### src/rtl/sdm_pkg.sv
package sdm_pkg;
  localparam int unsigned HALF_W = 4;
  localparam int unsigned DATA_W = 2 * HALF_W;

  typedef enum logic {
    BANK_A = 1'b0,
    BANK_B = 1'b1
  } bank_e;

  typedef struct packed {
    logic              vld;
    logic              mode;   // 1 = single-channel
    bank_e             tag;
    logic [DATA_W-1:0] data;
  } stage_t;
endpackage

### src/rtl/sdm_steer.sv
module sdm_steer
  import sdm_pkg::*;
(
  input  logic  clk_i,
  input  logic  rst_ni,
  input  logic  sync_p_i,
  input  logic  sync_n_i,
  output logic  sync_o,
  output bank_e tag_o
);
  bank_e tog_q;

  always_comb begin
    sync_o = sync_p_i & ~sync_n_i;
    tag_o  = sync_o ? BANK_A : tog_q;
  end

  // flips on every captured sample, regardless of mode
  always_ff @(posedge clk_i or negedge rst_ni) begin
    if (!rst_ni) tog_q <= BANK_A;
    else         tog_q <= (tag_o == BANK_A) ? BANK_B : BANK_A;
  end
endmodule

### src/rtl/sdm_pipe.sv
module sdm_pipe
  import sdm_pkg::*;
#(
  parameter int unsigned NSTG  = 5,
  parameter int unsigned TAP_S = 3,
  parameter int unsigned TAP_D = 4
) (
  input  logic              clk_i,
  input  logic              rst_ni,
  input  stage_t            entry_i,
  output logic              flush_o,
  output bank_e             head_tag_o,
  output logic              s_hit_o,
  output logic [DATA_W-1:0] s_data_o,
  output logic              d_hit_o,
  output bank_e             d_tag_o,
  output logic [DATA_W-1:0] d_data_o
);
  logic   mode_prev_q;
  stage_t stg_q [NSTG];

  assign flush_o = (entry_i.mode != mode_prev_q);

  always_ff @(posedge clk_i or negedge rst_ni) begin
    if (!rst_ni) mode_prev_q <= 1'b1;
    else         mode_prev_q <= entry_i.mode;
  end

  always_ff @(posedge clk_i or negedge rst_ni) begin
    if (!rst_ni) begin
      for (int i = 0; i < NSTG; i++) stg_q[i] <= '0;
    end else begin
      stg_q[0] <= entry_i;
      for (int i = 1; i < NSTG; i++) begin
        stg_q[i] <= stg_q[i-1];
        // samples from the previous mode are dropped
        if (flush_o) stg_q[i].vld <= 1'b0;
      end
    end
  end

  always_comb begin
    head_tag_o = stg_q[0].tag;
    s_hit_o    = stg_q[TAP_S].vld & stg_q[TAP_S].mode;
    s_data_o   = stg_q[TAP_S].data;
    d_hit_o    = stg_q[TAP_D].vld & ~stg_q[TAP_D].mode;
    d_tag_o    = stg_q[TAP_D].tag;
    d_data_o   = stg_q[TAP_D].data;
  end
endmodule

### src/rtl/sdm_bank.sv
module sdm_bank
  import sdm_pkg::*;
(
  input  logic              clk_i,
  input  logic              rst_ni,
  input  logic              flush_i,
  input  logic              req_i,
  input  logic [DATA_W-1:0] data_i,
  output logic [DATA_W-1:0] data_o,
  output logic              valid_o
);
  always_ff @(posedge clk_i or negedge rst_ni) begin
    if (!rst_ni) begin
      data_o  <= '0;
      valid_o <= 1'b0;
    end else if (flush_i) begin
      valid_o <= 1'b0;
    end else if (req_i) begin
      data_o  <= data_i;
      valid_o <= 1'b1;
    end
  end

  AST_VALID_AFTER_WR: assert property (@(posedge clk_i) disable iff (!rst_ni)
    (req_i && !flush_i) |=> valid_o);
endmodule

### src/rtl/sample_demux.sv
module sample_demux
  import sdm_pkg::*;
#(
  parameter int unsigned SINGLE_LAT = 4,
  parameter int unsigned DUAL_LAT   = 5
) (
  input  logic              clk_i,
  input  logic              rst_ni,
  input  logic [HALF_W-1:0] sample_hi_i,
  input  logic [HALF_W-1:0] sample_lo_i,
  input  logic              single_mode_i,
  input  logic              sync_p_i,
  input  logic              sync_n_i,
  output logic [DATA_W-1:0] bank_a_o,
  output logic [DATA_W-1:0] bank_b_o,
  output logic              valid_a_o,
  output logic              valid_b_o
);
  localparam int unsigned NSTG   = DUAL_LAT;
  localparam int unsigned TAP_S  = SINGLE_LAT - 1;
  localparam int unsigned TAP_D  = DUAL_LAT - 1;
  localparam int unsigned NBANKS = 2;

  logic              sync;
  bank_e             tag;
  stage_t            entry;
  logic              flush;
  bank_e             head_tag;
  logic              s_hit, d_hit;
  bank_e             d_tag;
  logic [DATA_W-1:0] s_data, d_data;
  logic [NBANKS-1:0] req;
  logic [DATA_W-1:0] wdat  [NBANKS];
  logic [DATA_W-1:0] bdat  [NBANKS];
  logic [NBANKS-1:0] bvld;

  sdm_steer u_steer (
    .clk_i    (clk_i),
    .rst_ni   (rst_ni),
    .sync_p_i (sync_p_i),
    .sync_n_i (sync_n_i),
    .sync_o   (sync),
    .tag_o    (tag)
  );

  always_comb begin
    entry.vld  = 1'b1;
    entry.mode = single_mode_i;
    entry.tag  = tag;
    entry.data = {sample_hi_i, sample_lo_i};
  end

  sdm_pipe #(
    .NSTG  (NSTG),
    .TAP_S (TAP_S),
    .TAP_D (TAP_D)
  ) u_pipe (
    .clk_i      (clk_i),
    .rst_ni     (rst_ni),
    .entry_i    (entry),
    .flush_o    (flush),
    .head_tag_o (head_tag),
    .s_hit_o    (s_hit),
    .s_data_o   (s_data),
    .d_hit_o    (d_hit),
    .d_tag_o    (d_tag),
    .d_data_o   (d_data)
  );

  // bank A takes the single tap or its dual turn; bank B only its dual turn
  always_comb begin
    req[0]  = s_hit | (d_hit & (d_tag == BANK_A));
    req[1]  = d_hit & (d_tag == BANK_B);
    wdat[0] = s_hit ? s_data : d_data;
    wdat[1] = d_data;
  end

  for (genvar b = 0; b < NBANKS; b++) begin : g_bank
    sdm_bank u_bank (
      .clk_i   (clk_i),
      .rst_ni  (rst_ni),
      .flush_i (flush),
      .req_i   (req[b]),
      .data_i  (wdat[b]),
      .data_o  (bdat[b]),
      .valid_o (bvld[b])
    );
  end

  assign bank_a_o  = bdat[0];
  assign bank_b_o  = bdat[1];
  assign valid_a_o = bvld[0];
  assign valid_b_o = bvld[1];

  AST_ONE_BANK: assert property (@(posedge clk_i) disable iff (!rst_ni)
    $onehot0(req));
  AST_B_HOLD_SINGLE: assert property (@(posedge clk_i) disable iff (!rst_ni)
    (s_hit && !flush) |=> $stable(bank_b_o));
  AST_SYNC_TO_A: assert property (@(posedge clk_i) disable iff (!rst_ni)
    sync |=> (head_tag == BANK_A));
  AST_FLUSH_CLR: assert property (@(posedge clk_i) disable iff (!rst_ni)
    flush |=> (!valid_a_o && !valid_b_o));
endmodule

### config.mk
export PLATFORM = sky130hd
export DESIGN_NAME = sample_demux
export DESIGN_NICKNAME = d
export VERILOG_FILES = /design/src/rtl/sdm_pkg.sv /design/src/rtl/sdm_steer.sv /design/src/rtl/sdm_pipe.sv /design/src/rtl/sdm_bank.sv /design/src/rtl/sample_demux.sv
export SDC_FILE = /design/constraint.sdc
export NUM_CORES = 1
export LEC_CHECK = 0
export ABC_AREA = 1
export BUFFER_PORTS_ARGS = -buffer_cell sky130_fd_sc_hd__buf_2
export CAP_MARGIN = 40
export CORE_MARGIN = 10
export CORE_UTILIZATION = 53
export CTS_BUF_LIST = sky130_fd_sc_hd__clkbuf_4 sky130_fd_sc_hd__clkbuf_8
export DETAILED_ROUTE_END_ITERATION = 8
export PLACE_DENSITY = 0.77
export SLEW_MARGIN = 20
export SYNTH_ARGS = -nofsm -noshare
export SYNTH_HDL_FRONTEND = slang
export SYNTH_HIERARCHICAL = 1
export SYNTH_SLANG_ARGS = --single-unit
### constraint.sdc
create_clock -name clk_i -period 1.3 [get_ports clk_i]
set_clock_uncertainty 0.1 [all_clocks]
set_input_delay 0.26 -clock clk_i [delete_from_list [all_inputs] [get_ports clk_i]]
set_output_delay 0.26 -clock clk_i [all_outputs]
set_load 0.01 [all_outputs]
# Word level (Yosys, flattened, before mapping)
# Cells that the tools add are included.
[word_totals] ff_bits=75 input_bits=13 output_inout_bits=18 wordCells=52
[op_classes] eq_ne=1 n_mux=11 bitwise_logic=10 n_reduce_logical=4
[ops] op="1-bit 2-to-1 mux" n=10
[ops] op="8-bit 2-to-1 mux" n=1
[ops] op="1-bit bitwise AND" n=5
[ops] op="1-bit NOT" n=4
[ops] op="2-bit AND reduction" n=2
[ops] op="2-bit nonzero test" n=2
[ops] op="1-bit != test" n=1
[ops] op="1-bit OR" n=1

# Longest topological paths before layout
# Gate-level depths: netlist of run 1.
[depth] depth_word=6 mapped_depth=9 ltp_nobuf=7

# By module
# The synthesis of run 1 kept the hierarchy.
[by_module_without_submodules] mod="sdm_pipe" instances=1 cells_per_inst=89 area_each_um2=1589.0 seq_area_each_um2=1402.6
[by_module_without_submodules] mod="sdm_bank" instances=2 cells_per_inst=38 area_each_um2=359.1 seq_area_each_um2=225.2
[by_module_without_submodules] mod="sample_demux" instances=1 cells_per_inst=32 area_each_um2=127.6 seq_area_each_um2=0.0
[by_module_without_submodules] mod="sdm_steer" instances=1 cells_per_inst=7 area_each_um2=57.6 seq_area_each_um2=25.0

# Worst setup path after synthesis of run 1
# OpenSTA, ideal clock, no wires.
[synth_timing] path_kind="flip-flop to flip-flop" startpoint="reg u_pipe.mode_prev_q" endpoint="reg g_bank[0].u_bank.data_o[0]" setup_time_ns=0.117 t_arrival_ns=1.005 required_ns=1.083 setup_slack_ns=0.078 stages_incl_launch_ff=8 n_path_buf=0 period_less_slack_ns=1.222 cell_sequence="dfstp_2 -> inv_1 -> nand2_1 -> nand2_2 -> inv_2 -> nand2_4 -> nand2_1 -> nand2_1"
[synth_via] elab_chain_cells=3
[synth_lines] item="start: declaration" line="sdm_pipe.sv:19" text="logic mode_prev_q;"
[synth_lines] item="start signal: assignment" line="sdm_pipe.sv:26" text="else mode_prev_q <= entry_i.mode;"
[synth_lines] item="1-bit != test" line="sdm_pipe.sv:22" text="assign flush_o = (entry_i.mode != mode_prev_q);"
[synth_lines] item="via flush" line="sample_demux.sv:27" text="logic flush;"
[synth_lines] item="1-bit NOT (no line)"
[synth_lines] item="2-bit AND reduction (no line)"
[synth_lines] item="end signal: assignment" line="sdm_bank.sv:19" text="data_o <= data_i;"
[synth_lines] item="end: declaration" line="sdm_bank.sv:9" text="output logic [DATA_W-1:0] data_o,"
# The timed path passes the listed nets, and every way through them passes these cells.
# A chain may end at the register's enable or synchronous reset.

# Final worst setup path of run 1
[layout_timing] startpoint="reg u_pipe.mode_prev_q" endpoint="reg g_bank[1].u_bank.data_o[5]"
[layout_via] elab_chain_cells=3
[layout_lines] item="1-bit != test" line="sdm_pipe.sv:22"
[layout_lines] item="via flush" line="sample_demux.sv:27"
[layout_lines] item="1-bit NOT (no line)"
[layout_lines] item="2-bit AND reduction (no line)"
[layout_lines] item="end signal: assignment" line="sdm_bank.sv:19"
[layout_lines] item="end: declaration" line="sdm_bank.sv:9"
# The timed path passes the listed nets, and every way through them passes these cells.

==> metrics.txt, run 1 <==
status finished clean; setup ws final 0.0632 ns; io pins 31; final worst-path cycle share 95.1%; worst hold path class flop to flop; post-layout util 67.4%; area growth from synthesis to layout 20.3%; crit-path cells nand2_1, nand2_4, clkinv_2, nand3_1, nand2_1; postcts setup bufs 0; Post-DRT Antenna Nets 0; # DRC 0; CP startpoint kind flop; drt first pass iters 4; DR WL met2 1.78 mm; M1 wire length 1.51 mm; DR top layer met4; Placeable Area 0.00444 mm2; diodes inserted 0; fmax 0.809 GHz; power density over the cells 1690 mW/mm2; share of cells above drive strength 1 27.0%; Clock Sink Count 75; H-Tree Depth 3; die width 88.5 um; Non-Filler Cell Area, Final 0.00299 mm2; Die Y 88.5 um; vias 1411; met3 WL 372 um; DP HPWL 2.40 mm; WP data required 1.42 ns; Worst EP arrival 1.36 ns; # fillers 333; CTS tree yes; Synth Net Count 216; Root Driver clkbuf_8; Rows 24; RSZ-0062 raised after global routing false; Post-DP Area 0.00259 mm2; 1st-iter DRT viols 87; first-pass GRT wire length 6.24 mm; All-Layer GR Usage 10.6%; drt via density 4.70; VDD IR max 1.12 mV; CTS Buf Count 9; vias in the first global route 1419; most used cell, CP nand2_1; reg2reg start u_pipe/mode_prev_q; maximum clock insertion buffer count 2; drt total wl 3.70 mm; clk slew on worst S/H paths 0.07 ns; Place WS -0.000802 ns; most common cell after layout, fill and taps aside dfrtp_1; GRT overflow 0; Initial Util 56.0%; Post-Synthesis Mean Instance Area 12.3 um2; most frequent cells in the layout dfrtp_1 (74), nand2_1 (62), buf_2 (30); max incr delay on CP 0.53 ns; Tmin final 1.24 ns; placer congestion estimate 0.778; Yosys warning total 6; crit path launch u_pipe/mode_prev_q; Die Area 0.00784 mm2; Slowest-stage cell, CP dfstp_2; Max Fanout on Critical Path 5; largest net degree at the start of global routing 76; nature of the critical path endpoint flop; Syn Inst Count 203; WL/cell 12.3 um; initial antenna violation count 0; I/O Buffers 30; Netlist Area Pre-Place 0.00249 mm2; Fin. Hold Viols 0; final setup violation count 0; fin nets 256; CP Class flop to flop; Final Max Slew Viols 0; final std cells w/o fill 300; static leakage 1.56 nW; min-delay src u_pipe/stg_q[31]; Worst-Skew Late Latency 0.33 ns; dpl cells 270; maxcap violations 0
-- per-layer routing --
metal | track usage, % | up-vias
li1 | - | 678
met1 | 11.5 | 670
met2 | 16.5 | 55
met3 | 6.25 | 8
met4 | 4.99 | 0
met5 | 0 | -
-- critical path, delay by kind of cell (launching register included) --
kind          cells  cell delay (ns)
buf+inv           1             0.11
flops             1             0.53
simple gates      4             0.38
-- timing repair --
item,in CTS,in global routing
cloned,0,2
setup endpoints to repair,4,16
hold endpoints to repair,86,0
resized for setup,3,10
hold buffers,12,0
pin swaps,0,1
-- metrics by stage --
step                power [mW]  setup TNS (ns)  hold WS (ns)
finish                    5.07               0         0.250
floorplan                 2.93               0        -0.136
global route              5.35               0         0.256
detailed placement        3.15       -0.000802         0.212
CTS                       5.12               0         0.252
global placement          3.12               0         0.205
-- power by group --
part | leakage (nW) | internal (mW) | switching (mW)
Combinational | 0.545 | 0.206 | 0.290
Sequential | 0.909 | 2.56 | 0.0991
Clock | 0.111 | 1.14 | 0.783
Total | 1.56 | 3.90 | 1.17
-- final timing paths --
path | endpoint | slack [ns] | cells after the start
max reg2reg | g_bank[1].u_bank/data_o[5] | 0.06 | 5
min in group asynchronous | g_bank[1].u_bank/data_o[4] | 0.37 | 3
min reg2reg | u_pipe/stg_q[20] | 0.25 | 0
min | u_pipe/stg_q[20] | 0.25 | 0
max in group asynchronous | u_pipe/mode_prev_q | 0.37 | 3
max | g_bank[1].u_bank/data_o[5] | 0.06 | 5
-- cell type report --
class | count | area [um2] | area share, %
timing repair buffer | 46 | 313 | 10.4
tap | 52 | 65.1 | 2.17
sequential | 75 | 1880 | 62.7
multi-input combinational | 93 | 434 | 14.5
clock buffer | 11 | 139 | 4.64
timing repair inverter | 2 | 10.0 | 0.334
inverter | 16 | 70.1 | 2.34
clock inverter | 5 | 85.1 | 2.84
-- sequential cells by signal, summed over array words and instances, names as in the netlist --
| name | count |
|---|---|
| u_pipe/head_tag_o | 1 |
| u_pipe/d_data_o | 8 |
| u_pipe/s_data_o | 8 |
| u_steer/tog_q | 1 |
| u_pipe/mode_prev_q | 1 |
| g_bank.u_bank/data_o | 16 |
| u_pipe/stg_q | 37 |
| g_bank.u_bank/valid_o | 2 |
| u_pipe/d_tag_o | 1 |
Note: power is estimated with default switching activity, not from simulation.
==> run 2, diff against run 1 <==
--- a/config.mk
+++ b/config.mk
@@ -9,10 +9,9 @@
 export BUFFER_PORTS_ARGS = -buffer_cell sky130_fd_sc_hd__buf_2
 export CAP_MARGIN = 40
 export CORE_MARGIN = 10
-export CORE_UTILIZATION = 53
+export CORE_UTILIZATION = 30
 export CTS_BUF_LIST = sky130_fd_sc_hd__clkbuf_4 sky130_fd_sc_hd__clkbuf_8
 export DETAILED_ROUTE_END_ITERATION = 8
-export PLACE_DENSITY = 0.77
 export SLEW_MARGIN = 20
 export SYNTH_ARGS = -nofsm -noshare
 export SYNTH_HDL_FRONTEND = slang
==> metrics.txt, run 2 (synthesis gave the netlist of run 1 again) <==
Biggest register u_pipe/stg_q; maximum clock insertion buffer count 2; static leakage 1.59 nW; clk slew on worst S/H paths 0.07 ns; status finished clean; Slowest-stage cell, CP dfstp_2; crit-path cells nand2_1, nand2_4, clkinv_4, nand2_4, nand2_1, nand2_1; Placeable Area 0.00813 mm2; nature of the critical path endpoint flop; power density over the cells 1700 mW/mm2; final worst-path cycle share 94.6%; RSZ-0062 raised after global routing false; total power 5.26 mW; CTS Buf Count 9; Initial Util 30.6%; Tmin final 1.23 ns; worst hold path class input port to flop; drt first pass iters 4; vias 1353; max reg flops 37; I/O Buffers 30; Die Area 0.0123 mm2; VDD IR max 0.723 mV; maxcap violations 0; Worst EP arrival 1.40 ns; first-pass GRT wire length 6.52 mm; Clock Sink Count 75; initial antenna violation count 0; setup_tns 0 ns; Worst-Skew Late Latency 0.33 ns; Fin. Hold Viols 0; Rows 33; most frequent cells in the layout dfrtp_1 (74), nand2_1 (63), buf_2 (30); Post-DP Area 0.00269 mm2; H-Tree Depth 3; vias in the first global route 1392; WP data required 1.47 ns; final std cells w/o fill 353; share of cells above drive strength 1 27.4%; drt total wl 3.71 mm; Non-Filler Cell Area, Final 0.00309 mm2; final setup violation count 0; fin nets 257; 1st-iter DRT viols 61; # DRC 0; CP Class flop to flop; dpl cells 325; most common cell after layout, fill and taps aside dfrtp_1; area growth from synthesis to layout 24.3%; Root Driver clkbuf_8; fmax 0.813 GHz; drt via density 3.83; All-Layer GR Usage 6.47%; diodes inserted 0; post-layout util 38.0%; Die Y 111 um; CP startpoint kind flop; die width 111 um; DP HPWL 2.62 mm; Post-DRT Antenna Nets 0; CTS tree yes; most used cell, CP nand2_1; WL/cell 10.5 um; placer congestion estimate 0.779; io pins 31; top flop regs u_pipe/stg_q (37), g_bank.u_bank/data_o (16); largest net degree at the start of global routing 34; max incr delay on CP 0.53 ns; Final Max Slew Viols 0; GRT overflow 0; Max Fanout on Critical Path 9
-- run 2: cell types whose count changed in the layout (fill, tap and decap cells not counted), sizes merged --
cell / change
bufinv: +1
dlygate4sd3: -1
inv: -2
buf: +2
-- run 2: stage by stage --
| step | hold WS [ns] | worst slack (ns) |
|---|---|---|
| 2_1_floorplan | -0.136 | 0.0783 |
| 3_3_place_gp | 0.0775 | 0.000630 |
| 3_5_place_dp | 0.0792 | -0.00938 |
| 4_1_cts | 0.000430 | 0.000569 |
| 5_1_grt | 0.0142 | 0.00575 |
| 6_report | 0.0249 | 0.0704 |
-- run 2: path summary, 6_finish.rpt --
check | slack (ns) | start | end | depth (start not counted)
max | 0.07 | u_pipe/mode_prev_q | g_bank[0].u_bank/data_o[7] | 6
min | 0.02 | sync_n_i | u_steer/tog_q | 2
min in group asynchronous | 0.26 | rst_ni | u_pipe/d_tag_o | 2
min reg2reg | 0.24 | u_pipe/stg_q[24] | u_pipe/s_data_o[2] | 0
max reg2reg | 0.07 | u_pipe/mode_prev_q | g_bank[0].u_bank/data_o[7] | 6
max in group asynchronous | 0.37 | rst_ni | u_pipe/d_data_o[2] | 3
-- run 2: report_power, final --
group | total (mW) | internal [mW] | leakage [nW] | switching [mW]
registers | 2.66 | 2.56 | 0.909 | 0.0986
clock network | 2.12 | 1.37 | 0.122 | 0.747
logic | 0.488 | 0.206 | 0.561 | 0.282
total | 5.26 | 4.13 | 1.59 | 1.13
-- run 2: cell type report --
cell class	count	area (um2)
tap	105	131
sequential	75	1880
fill	767	5040
timing repair buffer	47	330
clock buffer	11	151
multi-input combinational	93	425
clock inverter	4	97.6
inverter	16	70.1
timing repair inverter	2	10.0
-- run 2: repair_timing --
item | CTS | global route
setup endpoints to repair | 8 | 17
hold buffers | 11 | 0
cloned | 0 | 2
gates resized for setup | 2 | 10
buffers inserted | 0 | 0
hold endpoints to repair | 21 | 0
pin swaps | 0 | 1
-- run 2: critical path, delay by kind of cell (launching register included) --
kind	cells	cell delay, ns
AND/OR/NAND/NOR	5	0.46
flip-flops	1	0.53
buffers and inverters	1	0.09
-- run 2: layer usage --
layer | global-route usage (%) | up-vias | part of all wire (%)
met5 | 0 | - | 0
met4 | 2.83 | 0 | 0.62
met3 | 4.11 | 2 | 9.4
met2 | 8.92 | 44 | 43
met1 | 7.74 | 625 | 47
li1 | - | 682 | -
==> run 3, diff against run 2 <==
--- a/config.mk
+++ b/config.mk
@@ -8,10 +8,10 @@
 export ABC_AREA = 1
 export BUFFER_PORTS_ARGS = -buffer_cell sky130_fd_sc_hd__buf_2
 export CAP_MARGIN = 40
-export CORE_MARGIN = 10
 export CORE_UTILIZATION = 30
 export CTS_BUF_LIST = sky130_fd_sc_hd__clkbuf_4 sky130_fd_sc_hd__clkbuf_8
 export DETAILED_ROUTE_END_ITERATION = 8
+export PLACE_DENSITY_LB_ADDON = 0.08
 export SLEW_MARGIN = 20
 export SYNTH_ARGS = -nofsm -noshare
 export SYNTH_HDL_FRONTEND = slang
==> constraint.sdc (replaced) <==
create_clock -name clk_i -period 1.3 [get_ports clk_i]
set_clock_uncertainty 0.1 [all_clocks]
set_input_delay 0.26 -clock clk_i [delete_from_list [all_inputs] [get_ports clk_i]]
set_output_delay 0.26 -clock clk_i [all_outputs]
set_load 0.1 [all_outputs]
==> metrics.txt, run 3 (synthesis gave the netlist of run 1 again) <==
drt total wl 3.97 mm; Placeable Area 0.00789 mm2; Fin. Hold Viols 0; met1 Use GR 14.4%; most common cell after layout, fill and taps aside dfrtp_1; Final Max Slew Viols 0; placer congestion estimate 0.710; vias 1417; Place WS -0.0172 ns; WP data required 0.94 ns; setup ws final -0.0140 ns; largest net degree at the start of global routing 76; CTS tree yes; GR Util met3 3.17%; setup_tns -0.0506 ns; H-Tree Depth 3; Worst EP arrival 0.95 ns; final std cells w/o fill 368; Crit path depth 1; final setup violation count 9; power density over the cells 1850 mW/mm2; top flop regs u_pipe/stg_q (37), g_bank.u_bank/data_o (16); Initial Util 31.6%; WP buf/inv 1; Non-Filler Cell Area, Final 0.00345 mm2; Post-DP Area 0.00297 mm2; Worst R2R Path Depth 5; Worst-Skew Late Latency 0.34 ns; nature of the critical path endpoint output pin; first-pass GRT wire length 6.68 mm; I/O Buffers 30; diodes inserted 0; min-delay src u_pipe/stg_q[28]; Clock Sink Count 75; Die Y 93.1 um; crit-path cells buf_12; io pins 31; drt first pass iters 4; CP Class flop to output pin; Worst Hold Depth 0; worst hold path class flop to flop; met2 Usage GRT 14.2%; RSZ-0062 raised after global routing true; maxcap violations 0; maximum clock insertion buffer count 2; reg2reg end g_bank[0].u_bank/data_o[2]; total power 6.40 mW; crit path launch g_bank[0].u_bank/valid_o; Biggest register u_pipe/stg_q; Rows 32; most frequent cells in the layout dfrtp_1 (74), nand2_1 (64), buf_12 (20); hold slack 0.249 ns; dpl cells 324; All-Layer GR Usage 10.5%; status finished, violations left; r2r setup slk 0.02 ns; Root Driver clkbuf_8; gr busiest metal met1; initial antenna violation count 0; CP startpoint kind flop; Tmin final 1.31 ns; VDD IR max 0.695 mV; max reg flops 37; critical path's top delay family flip-flops; CTS Buf Count 9; final worst-path cycle share 101%; vias in the first global route 1350; max incr delay on CP 0.43 ns; # DRC 0; clk slew on worst S/H paths 0.09 ns; Slowest-stage cell, CP dfrtp_1; 1st-iter DRT viols 62; reg2reg start u_pipe/mode_prev_q; area growth from synthesis to layout 38.7%; Post-DRT Antenna Nets 0; DP HPWL 2.37 mm; drt via density 3.85; Die Area 0.00866 mm2; WL/cell 10.8 um; fin nets 274; violations in the final reports negative setup slack; Max Fanout on Critical Path 2; die width 93.1 um; post-layout util 43.8%; static leakage 1.73 nW; GRT overflow 0; share of cells above drive strength 1 31.2%; fmax 0.761 GHz; worst hold path endpoint u_pipe/s_data_o[6]
run 3: changes by cell type in the layout (fill, tap and decap cells not counted), moves of 2 or more:
cell / change
bufinv_16: -2
inv_6: +4
buf_2: -18
clkbuf_8: -2
buf_4: +15
buf_12: +18
run 3: area by class of cell:
cell class                 instances  area [um2]
clock buffer                       9         124
clock inverter                     7        81.3
fill                             728        4440
inverter                          16        72.6
multi-input combinational         93         423
sequential                        75        1880
tap                              102         128
timing repair buffer              64         734
timing repair inverter             2        11.3
run 3: where the power goes:
group	internal [mW]	switching [mW]	leakage (nW)
registers	2.55	0.163	0.909
clock network	0.917	0.919	0.101
logic	0.685	1.16	0.719
total	4.16	2.24	1.73
run 3: how the worst max path moves through the flow:
stage               slack (ns)                         end
floorplan                 0.04                 bank_a_o[0]
global placement         -0.01  g_bank[0].u_bank/data_o[6]
detailed placement       -0.02  g_bank[0].u_bank/data_o[3]
CTS                      -0.04                   valid_a_o
global route             -0.05                   valid_a_o
finish                   -0.01                   valid_a_o
run 3: repair_timing:
| item | in CTS | in global routing |
|---|---|---|
| buffers inserted | 8 | 6 |
| gates cloned | 0 | 2 |
| hold buffers | 12 | 0 |
| endpoints found under the hold margin | 86 | 0 |
| pin swaps | 0 | 1 |
| setup endpoints to repair | 26 | 34 |
| resized for setup | 2 | 10 |
run 3: layer usage:
layer / routed length, um / part of all wire (%) / vias to the layer above
met5: 0 / 0 / -
met1: 1990 / 50 / 655
met2: 1730 / 44 / 34
met3: 155 / 3.9 / 9
li1: - / - / 719
met4: 97 / 2.4 / 0
run 3: worst reg2reg max path: cells and delay by family (launching register included):
kind                   cells  cell delay, ns
buffers and inverters      1            0.13
DFF                        1            0.53
and+or+nand+nor            4            0.41
